<file path="src/rtl/ubb_pkg.sv">
package ubb_pkg;

  typedef enum logic [2:0] {
    S_IDLE,
    S_WSETUP,
    S_WPULSE,
    S_WHOLD,
    S_RPULSE,
    S_GAP
  } seq_state_t;

  // Pick the write direction: alternate when both want the bus.
  function automatic logic pick_write(input logic want_wr, input logic want_rd,
                                      input logic last_was_wr);
    if (want_wr && want_rd) return !last_was_wr;
    return want_wr;
  endfunction

  // Idle cycles after a strobe so the synchronized flags are fresh.
  function automatic int unsigned gap_cycles(input int unsigned turn_w,
                                             input int unsigned sync_stages);
    return turn_w + sync_stages;
  endfunction

  function automatic int unsigned max2(input int unsigned a, input int unsigned b);
    return (a > b) ? a : b;
  endfunction

endpackage

</file>
<file path="src/rtl/ubb_sync.sv">
module ubb_sync #(
  parameter int        WIDTH     = 2,
  parameter int        STAGES    = 2,
  parameter logic      RESET_VAL = 1'b1
) (
  input  logic             clk,
  input  logic             rst_n,
  input  logic [WIDTH-1:0] d,
  output logic [WIDTH-1:0] q
);
  for (genvar i = 0; i < WIDTH; i++) begin : g_bit
    logic [STAGES-1:0] chain;
    always_ff @(posedge clk) begin
      if (!rst_n) chain <= {STAGES{RESET_VAL}};
      else        chain <= {chain[STAGES-2:0], d[i]};
    end
    assign q[i] = chain[STAGES-1];
  end
endmodule

</file>
<file path="src/rtl/ubb_arb.sv">
module ubb_arb (
  input  logic clk,
  input  logic rst_n,
  input  logic in_idle,
  input  logic want_wr,
  input  logic want_rd,
  output logic gnt_wr,
  output logic gnt_rd
);
  import ubb_pkg::*;

  logic last_was_wr;
  logic choose_wr;

  assign choose_wr = pick_write(want_wr, want_rd, last_was_wr);
  assign gnt_wr    = in_idle && want_wr && choose_wr;
  assign gnt_rd    = in_idle && want_rd && !choose_wr;

  always_ff @(posedge clk) begin
    if (!rst_n)      last_was_wr <= 1'b0;
    else if (gnt_wr) last_was_wr <= 1'b1;
    else if (gnt_rd) last_was_wr <= 1'b0;
  end
endmodule

</file>
<file path="src/rtl/ubb_seq.sv">
module ubb_seq #(
  parameter int DATA_W   = 8,
  parameter int STROBE_W = 3,
  parameter int GAP_LEN  = 3
) (
  input  logic              clk,
  input  logic              rst_n,
  input  logic              gnt_wr,
  input  logic              gnt_rd,
  input  logic [DATA_W-1:0] tx_data,
  input  logic [DATA_W-1:0] bus_din,
  input  logic              rx_ready,
  output logic              in_idle,
  output logic [DATA_W-1:0] bus_dout,
  output logic              bus_oe,
  output logic              wr,
  output logic              rd_n,
  output logic [DATA_W-1:0] rx_data,
  output logic              rx_valid,
  output logic              rx_cap
);
  import ubb_pkg::*;

  localparam int MAXC  = max2(STROBE_W, GAP_LEN);
  localparam int CNT_W = $clog2(MAXC + 1);

  seq_state_t       state;
  logic [CNT_W-1:0] cnt;
  logic             cnt_done;

  assign cnt_done = (cnt == '0);
  assign in_idle  = (state == S_IDLE);
  assign bus_oe   = (state == S_WSETUP) || (state == S_WPULSE) || (state == S_WHOLD);
  assign wr       = (state == S_WPULSE);
  assign rd_n     = (state != S_RPULSE);
  assign rx_cap   = (state == S_RPULSE) && cnt_done;

  always_ff @(posedge clk) begin
    if (!rst_n) begin
      state    <= S_IDLE;
      cnt      <= '0;
      bus_dout <= '0;
      rx_data  <= '0;
      rx_valid <= 1'b0;
    end else begin
      if (rx_valid && rx_ready) rx_valid <= 1'b0;
      unique case (state)
        S_IDLE: begin
          if (gnt_wr) begin
            bus_dout <= tx_data;
            state    <= S_WSETUP;
          end else if (gnt_rd) begin
            cnt   <= CNT_W'(STROBE_W - 1);
            state <= S_RPULSE;
          end
        end
        S_WSETUP: begin
          cnt   <= CNT_W'(STROBE_W - 1);
          state <= S_WPULSE;
        end
        S_WPULSE: begin
          if (cnt_done) state <= S_WHOLD;
          else          cnt   <= cnt - 1'b1;
        end
        S_WHOLD: begin
          cnt   <= CNT_W'(GAP_LEN - 1);
          state <= S_GAP;
        end
        S_RPULSE: begin
          if (cnt_done) begin
            rx_data  <= bus_din;
            rx_valid <= 1'b1;
            cnt      <= CNT_W'(GAP_LEN - 1);
            state    <= S_GAP;
          end else begin
            cnt <= cnt - 1'b1;
          end
        end
        S_GAP: begin
          if (cnt_done) state <= S_IDLE;
          else          cnt   <= cnt - 1'b1;
        end
        default: state <= S_IDLE;
      endcase
    end
  end
endmodule

</file>
<file path="src/rtl/usb_byte_bridge.sv">
module usb_byte_bridge #(
  parameter int DATA_W      = 8,
  parameter int STROBE_W    = 3,
  parameter int TURN_W      = 1,
  parameter int SYNC_STAGES = 2
) (
  input  logic              clk,
  input  logic              rst_n,
  input  logic [DATA_W-1:0] tx_data,
  input  logic              tx_valid,
  output logic              tx_ready,
  output logic [DATA_W-1:0] rx_data,
  output logic              rx_valid,
  input  logic              rx_ready,
  input  logic [DATA_W-1:0] bus_din,
  output logic [DATA_W-1:0] bus_dout,
  output logic              bus_oe,
  output logic              wr,
  output logic              rd_n,
  input  logic              txe_n,
  input  logic              rxf_n
);
  import ubb_pkg::*;

  localparam int GAP_LEN = gap_cycles(TURN_W, SYNC_STAGES);

  logic [1:0] flags_s;
  logic       txe_s;
  logic       rxf_s;
  logic       in_idle;
  logic       want_wr;
  logic       want_rd;
  logic       gnt_wr;
  logic       gnt_rd;
  logic       rx_cap;

  ubb_sync #(.WIDTH(2), .STAGES(SYNC_STAGES), .RESET_VAL(1'b1)) u_sync (
    .clk (clk),
    .rst_n (rst_n),
    .d   ({rxf_n, txe_n}),
    .q   (flags_s)
  );
  assign txe_s = flags_s[0];
  assign rxf_s = flags_s[1];

  assign want_wr = tx_valid && !txe_s;
  assign want_rd = !rxf_s && !rx_valid;

  ubb_arb u_arb (
    .clk     (clk),
    .rst_n   (rst_n),
    .in_idle (in_idle),
    .want_wr (want_wr),
    .want_rd (want_rd),
    .gnt_wr  (gnt_wr),
    .gnt_rd  (gnt_rd)
  );

  assign tx_ready = gnt_wr;

  ubb_seq #(.DATA_W(DATA_W), .STROBE_W(STROBE_W), .GAP_LEN(GAP_LEN)) u_seq (
    .clk      (clk),
    .rst_n    (rst_n),
    .gnt_wr   (gnt_wr),
    .gnt_rd   (gnt_rd),
    .tx_data  (tx_data),
    .bus_din  (bus_din),
    .rx_ready (rx_ready),
    .in_idle  (in_idle),
    .bus_dout (bus_dout),
    .bus_oe   (bus_oe),
    .wr       (wr),
    .rd_n     (rd_n),
    .rx_data  (rx_data),
    .rx_valid (rx_valid),
    .rx_cap   (rx_cap)
  );
endmodule

</file>
<file path="config.mk">
export PLATFORM = sky130hd
export DESIGN_NAME = usb_byte_bridge
export DESIGN_NICKNAME = d
export VERILOG_FILES = /design/src/rtl/ubb_pkg.sv /design/src/rtl/ubb_sync.sv /design/src/rtl/ubb_arb.sv /design/src/rtl/ubb_seq.sv /design/src/rtl/usb_byte_bridge.sv
export SDC_FILE = /design/constraint.sdc
export NUM_CORES = 1
export LEC_CHECK = 0
export BUFFER_PORTS_ARGS = -buffer_cell sky130_fd_sc_hd__clkbuf_2
export CELL_PAD_IN_SITES_DETAIL_PLACEMENT = 0
export CELL_PAD_IN_SITES_GLOBAL_PLACEMENT = 1
export CORE_AREA = 2 2 73 75
export DETAILED_ROUTE_END_ITERATION = 8
export DIE_AREA = 0 0 75 77
export GPL_ROUTABILITY_DRIVEN = 1
export PLACE_DENSITY_LB_ADDON = 0.1
export SYNTH_ARGS = -nofsm -noshare
export SYNTH_HDL_FRONTEND = slang
export SYNTH_SLANG_ARGS = --single-unit
</file>
<file path="constraint.sdc">
create_clock -name clk -period 1.6 [get_ports clk]
set_input_delay 0.08 -clock clk [delete_from_list [all_inputs] [get_ports clk]]
set_output_delay 0.08 -clock clk [all_outputs]
set_load 0.05 [all_outputs]
</file>
**After elaboration in Yosys (flattened, before gate mapping)**

Index checks and enable logic that the tools add are counted.

- Output and inout bits: 21
- Register bits after elaboration: 27

- Eq/ne operators: 13
- Add/sub/neg operators: 1
- Reductions and logical operators: 25
- Mux-type cells: 19

Operator list:

| operator | count |
|---|---|
| $pmux 3 s6 | 1 |
| $mux 3 | 5 |
| $logic_and 1x1->1 | 8 |
| $mux 1 | 8 |
| $mux 2 | 4 |
| $pmux 2 s4 | 1 |
| $reduce_and 4->1 | 2 |
| $eq 3x2->1 const B | 2 |
| $eq 3x3->1 const B | 2 |
| $ne 2x1->1 const B | 3 |
| $ne 2x2->1 const B | 3 |
| $ne 3x3->1 const B | 2 |
| $logic_not 1->1 | 5 |
| $reduce_and 2->1 | 2 |
| $reduce_bool 4->1 | 1 |
| $reduce_or 2->1 | 2 |
| $eq 3x1->1 const B | 1 |
| $logic_not 3->1 | 1 |
| $logic_not 2->1 | 1 |
| $logic_or 1x1->1 | 2 |
| $reduce_bool 2->1 | 1 |
| $sub 2x1->2 const B | 1 |

**Logic depth before layout (Yosys ltp)**

- Depth after elaboration: 10
- Depth in mapped cells: 7
- Gate-level depth less buffers: 6

**Modules after synthesis**

A second synthesis with hierarchy kept.

- Cells, all modules: 140
- Area total of the unflattened synthesis: 1231.2 µm²

Modules (own cells, without submodules):

| module | area each (µm²) | instances | cells an instance |
|---|---|---|---|
| ubb_seq | 1034.7 | 1 | 119 |
| ubb_sync | 120.1 | 1 | 10 |
| ubb_arb | 58.8 | 1 | 9 |
| usb_byte_bridge | 17.5 | 1 | 2 |

**Worst setup path after synthesis**

OpenSTA, ideal clock, no wires.

- Kind: reg2reg
- Start: register u_seq.state[0]
- End: register u_seq.cnt[1]
- Path buffers: 1
- Arrival: 2.156 ns
- Clock period less this slack: 2.272 ns
- Slack: -0.672 ns
- Stages on the path, launching flop included: 5
- Cells stage by stage: dfxtp_1 buf_4 nor3b_1 o2111ai_1 and3b_1

RTL lines:

| element | RTL line | source |
|---|---|---|
| start: declaration | ubb_seq.sv:27 | `seq_state_t state;` |
| start signal: assignment | ubb_seq.sv:40 | `state <= S_IDLE;` |
| start signal: assignment | ubb_seq.sv:51 | `state <= S_WSETUP;` |
| start signal: assignment | ubb_seq.sv:54 | `state <= S_RPULSE;` |
| $eq 3x2->1 (*) | - |  |
| via wr | usb_byte_bridge.sv:18 | `output logic wr,` |
| $reduce_or 2->1 (no source line) (*) | - |  |
| $ne 2x2->1 (no source line) or $reduce_bool 4->1 (tied branches) | - |  |
| $reduce_and 4->1 (no source line) | - |  |
| end signal: assignment | ubb_seq.sv:53 | `cnt <= CNT_W'(STROBE_W - 1);` |
| end signal: assignment | ubb_seq.sv:58 | `cnt <= CNT_W'(STROBE_W - 1);` |
| end signal: assignment | ubb_seq.sv:63 | `else cnt <= cnt - 1'b1;` |
| end: declaration | ubb_seq.sv:28 | `logic [CNT_W-1:0] cnt;` |

The timed path passes the listed nets; every way through them passes the cells marked *.
A chain may end at the register's enable or synchronous reset.

**Worst setup path after layout**

- Start: register u_seq.state[2]
- End: output port tx_ready

- Word-level cells in the longest chain between the ends: 3

RTL lines:

| element | RTL line | source |
|---|---|---|
| $logic_not 3->1 | ubb_seq.sv:32 | `assign in_idle = (state == S_IDLE);` |
| $logic_and 1x1->1 (2 in a row) | ubb_arb.sv:16 | `assign gnt_wr = in_idle && want_wr && choose_wr;` |
| end: declaration | usb_byte_bridge.sv:11 | `output logic tx_ready,` |

No other way between the ends.

==> results by group <==
Logic synthesis
  – Cell types occupying the most area after synthesis: dfxtp_1 45%, mux2i_1 6.7%, nand2_1 6.6%, a21boi_0 6.2%, nor2b_1 4.7%
  – Net count after synthesis: 151
  – Share of flip-flops with an asynchronous set or reset: 0%
  – Yosys Warn Count: 0
  – Post-synthesis area per instance: 9.47 sq um
  – Number of enable-type register cells in the synthesized netlist: 0
  – Main synth FF type: dfxtp_1
  – Largest area contributor in the synthesized netlist: dfxtp_1
  – Gate count of the mapped netlist: 127
  – Total of flip-flops plus latches after synthesis: 27
  – Number of distinct library cells after synthesis: 35
  – Synthesized cell area: 0.00120 sq mm
  – Seq/Total Area, Yosys: 45.0%
  – Area share of the largest cell type after synthesis: 45.0%

Floorplanning
  – Effective utilization at floorplan: 24.2%
  – Height of the chip: 77 um
  – Horizontal extent of the die: 75 um
  – I/O Pins: 43
  – Area of the die: 0.00578 sq mm
  – # rows: 26
  – CORE AREA: 0.00498 sq mm

Detailed routing
  – Number of antenna-violating nets in the routed design: 0
  – Initial DRT Pass Iterations: 4
  – DRC violations left: 0
  – Wire length per cell: 11.1 um
  – DRC marker count from the first detailed-route iteration: 32
  – Final wirelength: 2720 um
  – Total via count after detailed routing: 1,025
  – Routed vias/inst: 4.18

Clocking
  – Clock tree from TritonCTS: built
  – Total number of H-tree levels: 1
  – Worst-skew pair later-pin latency: 0.28 ns
  – Clock root buffer master: clkbuf_8
  – Maximum clock insertion buffer count: 2
  – CTS clk-pin slew, worst paths: 0.10 ns
  – Clock sink total: 27
  – Total CTS buffers: 3

Final layout
  – Area overhead of the layout relative to synthesis: 36.0%
  – Area taken by multi-input logic gates: 614 sq um
  – Final Core Density: 32.9%
  – Sequential cell area: 543 sq um
  – Final-stage net count: 200
  – Share of layout cells above drive strength 1: 37.7%
  – Fillers: 544
  – Antenna diodes: 0

Placement
  – Global placement routability congestion: 0.742
  – Number of buffers inserted by port buffering: 42
  – Post-DP HPWL: 1960 um

Power and ir drop
  – Largest vdd supply drop: 0.333 mV
  – LEAKAGE: 0.689 nW
  – Power density normalized to cell area: 958 mW/mm^2

STA
  – TNS Setup: 0 ns
  – Setup repair after global routing missed its margin: no
  – Time the final worst path needs with I/O delays and setup: 1.53 ns
  – Slew @ Worst Pin: 0.487 ns
  – Achievable frequency: 652 MHz
  – Relative slew slack: 67.5%
  – Clock Skew: 0.00583 ns
  – Number of hold violations in the final report: 0
  – Number of setup violations in the final report: 0
  – Final slew viol count: 0
  – Share of the clock period used by the worst path: 95.8%

Worst setup path
  – Cells on worst reg2reg path: 5
  – Worst path required time: 1.52 ns
  – Endpoint arrival time on the critical path: 1.45 ns
  – Endpoint class of the critical path: primary output
  – Type of the worst setup path: register to primary output
  – Maximum fanout along the worst path: 4
  – Critical Path Start Type: register

Job
  – Number of maximum-capacitance constraint violations: 0

Global route
  – Pin count of the biggest net entering global routing: 29
  – All-Layer GR Usage: 9.55%
  – Total overflow reported by the global router: 0
  – Number of global-route vias before repair: 959
  – Antenna violations before repair: 0
  – Global-route wire length before repair: 4310 um

Run status
  – Status: finished, final reports clean

Hold path
  – Worst min-delay path class: input port to register
  – Hold depth: 3
timing repair:
action | CTS | global route
pin swaps | 0 | 0
endpoints found under the setup margin | 1 | 8
hold buffers | 2 | 0
setup buffers | 3 | 1
endpoints found under the hold margin | 2 | 0
gates resized for setup | 1 | 3
sequential cells by signal, indices dropped and copies added (netlist names):
signal and cells:
u_seq.rx_data 8, u_seq.cnt 2, u_arb.last_was_wr 1, u_seq.state 3
u_seq.bus_dout 8, u_seq.rx_valid 1, u_sync.g_bit.chain 4
layer usage:
metal	wire, um	up-vias	global-route usage, %
met5	0	-	0
met4	15	0	2.68
met3	140	2	2.37
met2	1320	35	15.7
met1	1240	464	12.2
li1	-	524	-
logic make-up after synthesis:
kind of cell / Yosys count / share of synthesized area (%)
compound gates: 26 / 16.9
xor+xnor: 2 / 1.46
buf+inv: 12 / 5.31
mux: 9 / 7.60
fa+ha+maj: 2 / 2.08
flops: 27 / 45.0
simple gates: 49 / 21.7
report_power, final:
part	internal [mW]	total, mW	switching, mW
Clock	0.183	0.420	0.237
Combinational	0.169	0.416	0.247
Sequential	0.709	0.730	0.0207
cells in the mapped netlist, types with 2 or more instances:
cell type,count
a21boi_0,10
a21o_2,2
a21oi_1,3
and3b_1,2
buf_6,2
clkbuf_1,6
dfxtp_1,27
ha_1,2
inv_1,3
mux2i_1,8
nand2_1,21
nand2b_1,6
nor2_1,3
nor2b_1,9
nor3b_1,2
o21ai_0,2
critical path, cell delays in order (launching register included):
cell and delay [ns]:
dfxtp_2 0.33, or3_4 0.38, a211oi_2 0.17, buf_6 0.16, buf_12 0.13
area by class of cell:
type                       count  share of cell area, %
clock inverter                 1                  0.536
sequential                    27                   33.2
timing repair buffer          53                   20.1
inverter                       3                  0.689
multi-input combinational     88                   37.6
clock buffer                   3                   2.52
tap                           70                   5.36
placed cells by master, fill, tap and decap left out, drive strengths merged, types with 2 or more instances in the layout:
master,count
nand2b,6
a21oi,3
inv,4
buf,10
and3b,2
nand2,21
dfxtp,27
ha,2
clkbuf,44
nor2,3
mux2i,8
nor3b,2
nor2b,9
a21o,3
dlygate4sd3,2
a21boi,10
o21ai,2
worst paths after layout:
check	slack (ns)	start	endpoint
worst max register to register	0.08	u_seq.state[2]	u_seq.cnt[1]
worst min-delay path	0.02	bus_din[6]	u_seq.rx_data[6]
worst min register to register	0.42	u_sync.g_bit[0].chain[0]	u_sync.g_bit[0].chain[1]
worst max-delay path	0.07	u_seq.state[2]	tx_ready
stage by stage:
step | std cells | hold slack [ns] | cell area (sq um) | power, mW | worst slack (ns)
floorplan | 127 | 0.181 | 1210 | 1.03 | 0.0735
global route | 245 | 0.0286 | 1640 | 1.66 | 0.00529
detailed placement | 235 | 0.271 | 1510 | 1.14 | 0.0206
CTS | 244 | 0.0166 | 1620 | 1.58 | 0.000300
global placement | 235 | 0.265 | 1510 | 1.13 | 0.0645
finish | 245 | 0.0177 | 1640 | 1.57 | 0.0671
(Power assumes the default switching activity.)
